File: src/rtl/dma_cnt_pkg.sv
package dma_cnt_pkg;

    typedef enum logic [1:0] {
        CNT_HOLD = 2'd0,
        CNT_LOAD = 2'd1,
        CNT_DEC  = 2'd2
    } cnt_op_e;

    typedef struct packed {
        logic active;
        logic done;
    } seq_state_t;

endpackage

File: src/rtl/dma_down_counter.sv
module dma_down_counter
    import dma_cnt_pkg::*;
#(
    parameter int W = 8
) (
    input  logic         clk,
    input  logic         rst_n,
    input  cnt_op_e      op_i,
    input  logic [W-1:0] load_val_i,
    output logic [W-1:0] cnt_o,
    output logic         zero_o
);

    localparam logic [W-1:0] ONE = {{(W-1){1'b0}}, 1'b1};

    typedef struct packed {
        logic [W-1:0] cnt;
    } cnt_state_t;

    cnt_state_t st_d, st_q;

    always_comb begin
        st_d = st_q;
        case (op_i)
            CNT_LOAD: st_d.cnt = load_val_i;
            CNT_DEC:  st_d.cnt = st_q.cnt - ONE;
            default:  st_d.cnt = st_q.cnt;
        endcase
    end

    always_ff @(posedge clk) begin
        if (!rst_n) st_q <= '0;
        else        st_q <= st_d;
    end

    assign cnt_o  = st_q.cnt;
    assign zero_o = (st_q.cnt == '0);


    no_underflow_chk: assert property (@(posedge clk) disable iff (!rst_n)
        (op_i == CNT_DEC) |-> (st_q.cnt != '0));

endmodule

File: src/rtl/dma_seq_ctrl.sv
module dma_seq_ctrl
    import dma_cnt_pkg::*;
(
    input  logic clk,
    input  logic rst_n,
    input  logic start_i,
    input  logic blk_end_i,
    input  logic autoinit_i,
    output logic active_o,
    output logic done_o
);

    seq_state_t st_d, st_q;

    always_comb begin
        st_d      = st_q;
        st_d.done = 1'b0;
        if (start_i) begin
            st_d.active = 1'b1;
        end else if (blk_end_i) begin
            st_d.active = autoinit_i;
            st_d.done   = 1'b1;
        end
    end

    always_ff @(posedge clk) begin
        if (!rst_n) st_q <= '0;
        else        st_q <= st_d;
    end

    assign active_o = st_q.active;
    assign done_o   = st_q.done;


    stop_when_manual_chk: assert property (@(posedge clk) disable iff (!rst_n)
        (blk_end_i && !start_i && !autoinit_i) |=> (!active_o && done_o));


    keep_running_chk: assert property (@(posedge clk) disable iff (!rst_n)
        (blk_end_i && autoinit_i) |=> active_o);

endmodule

File: src/rtl/dma_xfer_counter.sv
module dma_xfer_counter
    import dma_cnt_pkg::*;
#(
    parameter int FRAME_W = 8,
    parameter int ELEM_W  = 16
) (
    input  logic               clk,
    input  logic               rst_n,
    input  logic               start_i,
    input  logic [FRAME_W-1:0] init_frames_i,
    input  logic [ELEM_W-1:0]  init_elems_i,
    input  logic [FRAME_W-1:0] rld_frames_i,
    input  logic [ELEM_W-1:0]  rld_elems_i,
    input  logic               autoinit_i,
    input  logic               rd_done_i,
    output logic               last_elem_o,
    output logic               block_done_o,
    output logic               active_o
);

    typedef struct packed {
        logic [ELEM_W-1:0] per_frame;
    } top_state_t;

    top_state_t st_d, st_q;

    cnt_op_e           frm_op, elm_op;
    logic [FRAME_W-1:0] frm_val, frm_cnt;
    logic [ELEM_W-1:0]  elm_val, elm_cnt;
    logic               frm_zero, elm_zero;
    logic               rd_ok, frame_end, blk_end, active;

    assign rd_ok     = active && rd_done_i && !start_i;
    assign frame_end = rd_ok && elm_zero;
    assign blk_end   = frame_end && frm_zero;

    always_comb begin
        st_d    = st_q;
        frm_op  = CNT_HOLD;
        elm_op  = CNT_HOLD;
        frm_val = rld_frames_i;
        elm_val = st_q.per_frame;
        if (start_i) begin
            frm_op         = CNT_LOAD;
            frm_val        = init_frames_i;
            elm_op         = CNT_LOAD;
            elm_val        = init_elems_i;
            st_d.per_frame = init_elems_i;
        end else if (blk_end) begin
            if (autoinit_i) begin
                frm_op         = CNT_LOAD;
                elm_op         = CNT_LOAD;
                elm_val        = rld_elems_i;
                st_d.per_frame = rld_elems_i;
            end
        end else if (frame_end) begin
            frm_op = CNT_DEC;
            elm_op = CNT_LOAD;
        end else if (rd_ok) begin
            elm_op = CNT_DEC;
        end
    end

    always_ff @(posedge clk) begin
        if (!rst_n) st_q <= '0;
        else        st_q <= st_d;
    end

    dma_down_counter #(.W(FRAME_W)) i_frm_cnt (
        .clk        (clk),
        .rst_n      (rst_n),
        .op_i       (frm_op),
        .load_val_i (frm_val),
        .cnt_o      (frm_cnt),
        .zero_o     (frm_zero)
    );

    dma_down_counter #(.W(ELEM_W)) i_elm_cnt (
        .clk        (clk),
        .rst_n      (rst_n),
        .op_i       (elm_op),
        .load_val_i (elm_val),
        .cnt_o      (elm_cnt),
        .zero_o     (elm_zero)
    );

    dma_seq_ctrl i_seq (
        .clk        (clk),
        .rst_n      (rst_n),
        .start_i    (start_i),
        .blk_end_i  (blk_end),
        .autoinit_i (autoinit_i),
        .active_o   (active),
        .done_o     (block_done_o)
    );

    assign active_o    = active;
    assign last_elem_o = active && elm_zero;


    done_after_read_chk: assert property (@(posedge clk) disable iff (!rst_n)
        block_done_o |-> $past(rd_done_i && active_o && !start_i));


    idle_ignores_read_chk: assert property (@(posedge clk) disable iff (!rst_n)
        (!active_o && !start_i) |=> (!active_o && !block_done_o));


    start_activates_chk: assert property (@(posedge clk) disable iff (!rst_n)
        start_i |=> (active_o && !block_done_o));


    frame_restore_chk: assert property (@(posedge clk) disable iff (!rst_n)
        (frame_end && !frm_zero && !start_i) |=> (elm_cnt == $past(st_q.per_frame)));


    reload_capture_chk: assert property (@(posedge clk) disable iff (!rst_n)
        (blk_end && autoinit_i && !start_i) |=> (frm_cnt == $past(rld_frames_i)));

endmodule

File: config.mk
export PLATFORM = sky130hd
export DESIGN_NAME = dma_xfer_counter
export DESIGN_NICKNAME = d
export VERILOG_FILES = /design/src/rtl/dma_cnt_pkg.sv /design/src/rtl/dma_down_counter.sv /design/src/rtl/dma_seq_ctrl.sv /design/src/rtl/dma_xfer_counter.sv
export SDC_FILE = /design/constraint.sdc
export NUM_CORES = 1
export LEC_CHECK = 0
export ABC_AREA = 1
export BUFFER_PORTS_ARGS = -buffer_cell sky130_fd_sc_hd__buf_4
export CORE_MARGIN = 2
export CORE_UTILIZATION = 57
export CTS_CLUSTER_SIZE = 8
export DETAILED_ROUTE_END_ITERATION = 12
export PLACE_DENSITY = 0.79
export RECOVER_POWER = 25
export SLEW_MARGIN = 20
export SYNTH_ARGS = -nofsm -noshare
export SYNTH_HDL_FRONTEND = slang
export SYNTH_HIERARCHICAL = 1
export SYNTH_SLANG_ARGS = --single-unit
File: constraint.sdc
create_clock -name clk -period 3.8 [get_ports clk]
set_input_delay 0.38 -clock clk [delete_from_list [all_inputs] [get_ports clk]]
set_output_delay 0.38 -clock clk [all_outputs]
set_load 0.05 [all_outputs]
Word level (Yosys, flattened, before mapping)
Index checks and enable logic that the tools add are counted.
{ "word_totals": {"output_inout_bits": 3, "ff_bits": 42} }
{ "classes": {"n_eq_ne": 4, "n_bitwise": 1, "addsub": 2, "reduce_logical": 12, "n_mux": 16} }
{ "ops": {"columns": ["operator", "count"], "rows": [
  ["16-bit two-way mux", 3],
  ["16-bit one-hot mux with 2 select lines", 1],
  ["16-bit logical NOT", 1],
  ["2-bit two-way mux", 8],
  ["8-bit one-hot mux with 2 select lines", 1],
  ["16-bit by 1-bit subtractor with 16-bit output, second input constant", 1],
  ["8-bit logical NOT", 1],
  ["8-bit two-way mux", 1],
  ["8-bit by 1-bit subtractor with 8-bit output, second input constant", 1],
  ["2-bit nonzero test", 3],
  ["1-bit logical AND", 5],
  ["2-bit by 1-bit equality test with 1-bit output, second input constant", 2],
  ["2-bit equality test, second input constant", 2],
  ["1-bit two-way mux", 2],
  ["2-bit OR reduction", 1],
  ["1-bit logical NOT", 1],
  ["1-bit NOT", 1]
]} }

Depth between registers and ports, before layout
{ "logic_depth": {"ltp_word": 8, "mapped_depth": 19} }

Modules after synthesis
The synthesis kept the hierarchy.
{ "modules_own_cells": {"columns": ["module", "cells_each", "area_each_um2", "instances"], "rows": [
  ["dma_xfer_counter", 228, 1330.0, 1],
  ["dma_down_counter at i_elm_cnt", 186, 1148.6, 1],
  ["dma_down_counter at i_frm_cnt", 89, 564.3, 1],
  ["dma_seq_ctrl", 12, 77.6, 1]
]} }

Least setup slack after synthesis
OpenSTA, ideal clock, no wires.
{ "synth_timing": {"path_kind": "register -> register", "from": "reg i_elm_cnt.st_q, in the netlist i_elm_cnt/cnt_o[0]", "to": "reg i_elm_cnt.st_q, in the netlist i_elm_cnt/cnt_o[12]", "synth_period_minus_slack_ns": 2.927, "t_arrival_ns": 2.805, "slack_ns": 0.873, "path_stages_with_launch": 19, "setup_ns": 0.122, "t_required_ns": 3.678, "path_cell_list": "dfxtp_1 inv_1 ha_1 nand2_2 nor3_1 nand4_1 nor2_1 nand2_2 inv_2 nand3_4 o21ai_1 or2_2 inv_1 ha_1 buf_2 inv_1 buf_2 o21ai_0 a21oi_2"} }
{ "synth_between": {"elab_chain_cells": 7} }
{ "synth_lines": {"columns": ["item", "line", "text"], "rows": [
  ["start: declaration", "dma_down_counter.sv:20", "cnt_state_t st_d, st_q;"],
  ["start signal: assignment", "dma_down_counter.sv:33", "else st_q <= st_d;"],
  ["16-bit logical NOT *", "dma_down_counter.sv:37", "assign zero_o = (st_q.cnt == '0);"],
  ["named net elm_zero", "dma_xfer_counter.sv:30", "logic frm_zero, elm_zero;"],
  ["1-bit logical AND *", "dma_xfer_counter.sv:34", "assign frame_end = rd_ok && elm_zero;"],
  ["2-bit two-way mux / 1-bit logical AND (equally long branches)", "dma_xfer_counter.sv:56, dma_xfer_counter.sv:35", null],
  ["2-bit two-way mux *", "dma_xfer_counter.sv:49", "end else if (blk_end) begin"],
  ["2-bit two-way mux *", "dma_xfer_counter.sv:43", "if (start_i) begin"],
  ["named net elm_op[0]", "dma_xfer_counter.sv:27", "cnt_op_e frm_op, elm_op;"],
  ["2-bit equality test / 2-bit by 1-bit equality test with 1-bit output (equally long branches)", "dma_down_counter.sv:24", "case (op_i)"],
  ["16-bit one-hot mux with 2 select lines / 2-bit nonzero test (equally long branches)", null, null]
]} }
Mark *: on every way through the listed nets, which the timed path passes. The rest lies on a longest branch.
A chain may end at the register's enable or synchronous reset.

Worst setup path in the final report
{ "layout_timing": {"from": "reg i_elm_cnt.st_q, in the netlist i_elm_cnt/cnt_o[0]", "to": "reg i_elm_cnt.st_q, in the netlist i_elm_cnt/cnt_o[3]"} }
Same word-level chain as after synthesis.

==> parameters.txt <==
Parameter                              Value

Run status
  Status ... finished clean

Yosys
  Number of synthesis warnings ... 6
  Distinct cell type count of the synthesized netlist ... 34
  Number of instances in the synthesized netlist ... 515
  Cell taking the most area after synthesis ... dfxtp_1
  Net Count, Synth ... 573
  Post-synthesis instance area ... 0.00312 mm²
  Leading post-synthesis cells by cell area ... dfxtp_1 (27%), nand2_1 (25%), a21oi_1 (5.1%)
  Synth Area per Inst ... 6.06 µm²
  Async S/R FF share, synth ... 0
  Primary flip-flop cell chosen by synthesis mapping ... dfxtp_1
  EDFF count, synth ... 0
  Most used standard cells in the synthesized netlist ... nand2_1 (208), dfxtp_1 (42), nor2_1 (39)
  Share of Yosys cell area claimed by the top area cell type ... 0.269
  Most common cell in the synthesized netlist ... nand2_1
  Sequential fraction of the synthesis area ... 0.269
  Yosys reg bits ... 42

Worst setup path
  Slack of the worst reg-to-reg path ... 370 ps
  Worst reg2reg path depth ... 17
  Beginning of the worst register-to-register path ... i_elm_cnt/cnt_o[0]
  Worst setup path endpoint ... i_elm_cnt/cnt_o[3]
  Crit Path Category ... reg2reg
  Critical path startpoint category ... flop
  Largest stage delay on the critical path ... 330 ps
  Ordered cell list for the critical path ... inv_1, ha_1, nand2_2, nor3_1, nand4_1, nor2_1, nand2_2, inv_2, nand3_4, o21ai_1, or2_2, inv_1, ha_1, buf_4, inv_1, o21ai_0, a211oi_1
  Crit path from ... i_elm_cnt/cnt_o[0]
  Critical path required time ... 4010 ps
  Crit-path max FO ... 19
  Arrival @ worst endpoint ... 3640 ps
  R2R Path End ... i_elm_cnt/cnt_o[3]
  Highest-delay cell along the critical path ... inv_1
  Cell mode on critical path ... inv_1
  Element type at the critical path end ... flop

Die
  Die W ... 78.0 µm
  Height of the chip ... 78.0 µm
  Number of I/O pins ... 56
  Number of core rows ... 26
  Total die area ... 0.00608 mm²
  Area inside the core boundary ... 0.00520 mm²
  Initial Utilization ... 0.600

Drt
  Number of vias in the routed layout ... 3301
  Number of antenna-violating nets in the routed design ... 0
  Iteration-0 DRC Markers ... 244
  Wirelength per Cell ... 12.8 µm
  Wire length reported by the detailed router ... 8040 µm
  Vias per inst ... 5.25
  Total DRC errors in the routed layout ... 0
  Drt first pass iters ... 5

GRT
  Sum of overflow across all layers after global routing ... 0
  Pin count of the biggest net entering global routing ... 28
  Vias in the first global route ... 3049
  Initial antenna violation count ... 0
  Overall fraction of global-route tracks in use ... 0.272
  Wire length of the first global-routing pass ... 13600 µm

Clocking
  Clock Pin Slew Worst Setup and Hold Paths ... 80 ps
  Clock buffer depth ... 2
  TritonCTS Sinks ... 42
  Gates resized, CTS repair ... 0
  Number of H-tree levels ... 2
  Num CTS Buffers ... 5
  Clock root cell ... clkbuf_8
  Clock latency on the worst-skew pair ... 290 ps
  Number of hold-repair buffers added at the cts stage ... 0
  Clock tree from TritonCTS ... done
  Number of setup buffers added after CTS ... 0

Cells and area
  NumNets Final ... 616
  Area growth from synthesis to layout ... 15.2%
  Antenna cell count ... 0
  Non-Filler Cell Area, Final ... 0.00359 mm²
  Fraction of final layout cells sized beyond drive strength 1 ... 0.211

Pwr
  Share of total power in sequential cells ... 0.436
  Net switching share of the total power ... 0.348
  Standby leakage power ... 1.79 nW
  Worst vdd ir ... 0.275 mV
  Cell internal pwr ... 752 µW
  Power per unit of standard cell area ... 321 mW/mm²
  Total design power ... 1.15 mW
  Net Sw Power ... 401 µW
  Proportion of power drawn by combinational gates ... 0.305
  Clock network fraction of total power ... 0.259

STA
  Worst Setup Slack, final ... 373 ps
  Final critical delay including setup and external delays ... 3430 ps
  Final Cycle Share ... 0.902
  Final setup viols ... 0
  Max Transition Viols Final ... 0
  RSZ-0062 raised after global routing ... false
  Final hold violations ... 0
  Max frequency ... 0.292 GHz
  Hold Slack ... 378 ps
  Fin Setup TNS ... 0 ps
  Worst slew margin ... 0.462
  Worst slew pin tran ... 807 ps
  Setup Skew ... 6.84 ps

Placement
  Cell area after placement ... 0.00351 mm²
  Setup slack after placement ... 372 ps
  Port Buf Inserts ... 55
  DP HPWL ... 5820 µm
  Last weighted congestion value of the routability-driven placer ... 0.961

Run
  Max Cap Violations ... 0

Worst hold path
  Class of the most critical hold timing path ... in2reg
==> cell families (layout without fill, tap and decap cells) <==
| kind of cell | Yosys count | count (layout) | share of synthesized area |
|---|---|---|---|
| flops | 42 | 42 | 0.269 |
| simple gates | 322 | 322 | 0.462 |
| fa+ha+maj | 5 | 5 | 0.0200 |
| xor+xnor | 4 | 4 | 0.0112 |
| compound gates | 77 | 77 | 0.142 |
| buf+inv | 65 | 109 | 0.0950 |
==> per-stage QoR <==
stage,utilization,instances
2_1_floorplan,-,515
4_1_cts,0.692,629
6_report,0.690,629
3_5_place_dp,0.674,621
5_1_grt,0.690,629
3_3_place_gp,0.674,621
==> layer usage <==
| metal | track usage | wire, µm |
|---|---|---|
| met4 | 0.0421 | 42 |
| met1 | 0.369 | 3780 |
| met2 | 0.462 | 3720 |
| met3 | 0.0465 | 495 |
| met5 | 0 | 0 |
==> cell type report <==
type                    instances  area (µm²)
multi-input cells             408        1980
fillers                       480        1610
flip-flops and latches         42         841
repair buffers                 57         420
inverters                      44         170
well taps                      70        87.6
clock buffers                   7        86.3
clock inverters                 1        5.00
==> worst min path at each step <==
stage                     cells after the start                  to  slack [ps]          startpoint
after global placement                        2  i_frm_cnt/cnt_o[7]         470  i_frm_cnt/cnt_o[7]
after floorplan                               1        i_seq/done_o         450             start_i
final                                         3            st_q[10]         380    init_elems_i[10]
after detailed placement                      2  i_frm_cnt/cnt_o[7]         470  i_frm_cnt/cnt_o[7]
after global routing                          3             st_q[9]         370     init_elems_i[9]
after CTS                                     3             st_q[2]         370     init_elems_i[2]
==> cells in the final DEF, fill, tap and decap left out, types with 2 or more instances in the layout <==
cell type | synthesis | layout
nor3_1 | 4 | 4
or2_2 | 4 | 4
a21oi_2 | 14 | 14
nor2_2 | 9 | 9
nand4_1 | 2 | 2
ha_1 | 5 | 5
clkbuf_1 | 4 | 3
nor2_1 | 39 | 39
buf_4 | 2 | 55
nand3_2 | 10 | 10
dfxtp_1 | 42 | 42
nor2_4 | 4 | 4
nand2_1 | 208 | 208
inv_1 | 38 | 37
clkbuf_8 | 0 | 6
xor2_1 | 4 | 4
o21ai_0 | 27 | 27
nand3_1 | 32 | 32
a21oi_1 | 32 | 32
inv_2 | 5 | 6
nand2_2 | 5 | 5
==> registers in the layout, indices dropped and copies added, names as in the netlist <==
register and cells:
i_elm_cnt/cnt_o 16, st_q 16, i_frm_cnt/cnt_o 8, i_seq/active_o 1, i_seq/done_o 1
==> worst max-delay path: cells and delay by family, from the launching register on <==
| family | cells | cell delay [ps] |
|---|---|---|
| and+or+nand+nor | 7 | 1150 |
| buffers and inverters | 5 | 770 |
| DFF | 1 | 310 |
| adders and majority gates | 2 | 490 |
| AOI/OAI and AO/OA | 3 | 640 |
==> power groups by stage <==
| stage | Combinational, mW | Sequential, mW | Clock [mW] |
|---|---|---|---|
| 3_5_place_dp | 0.347 | 0.513 | 0 |
| 2_1_floorplan | 0.250 | 0.508 | 0 |
| 4_1_cts | 0.349 | 0.503 | 0.308 |
| 6_report | 0.351 | 0.503 | 0.299 |
| 5_1_grt | 0.395 | 0.508 | 0.327 |
| 3_3_place_gp | 0.341 | 0.512 | 0 |
Note: power is estimated with default switching activity, not from simulation.
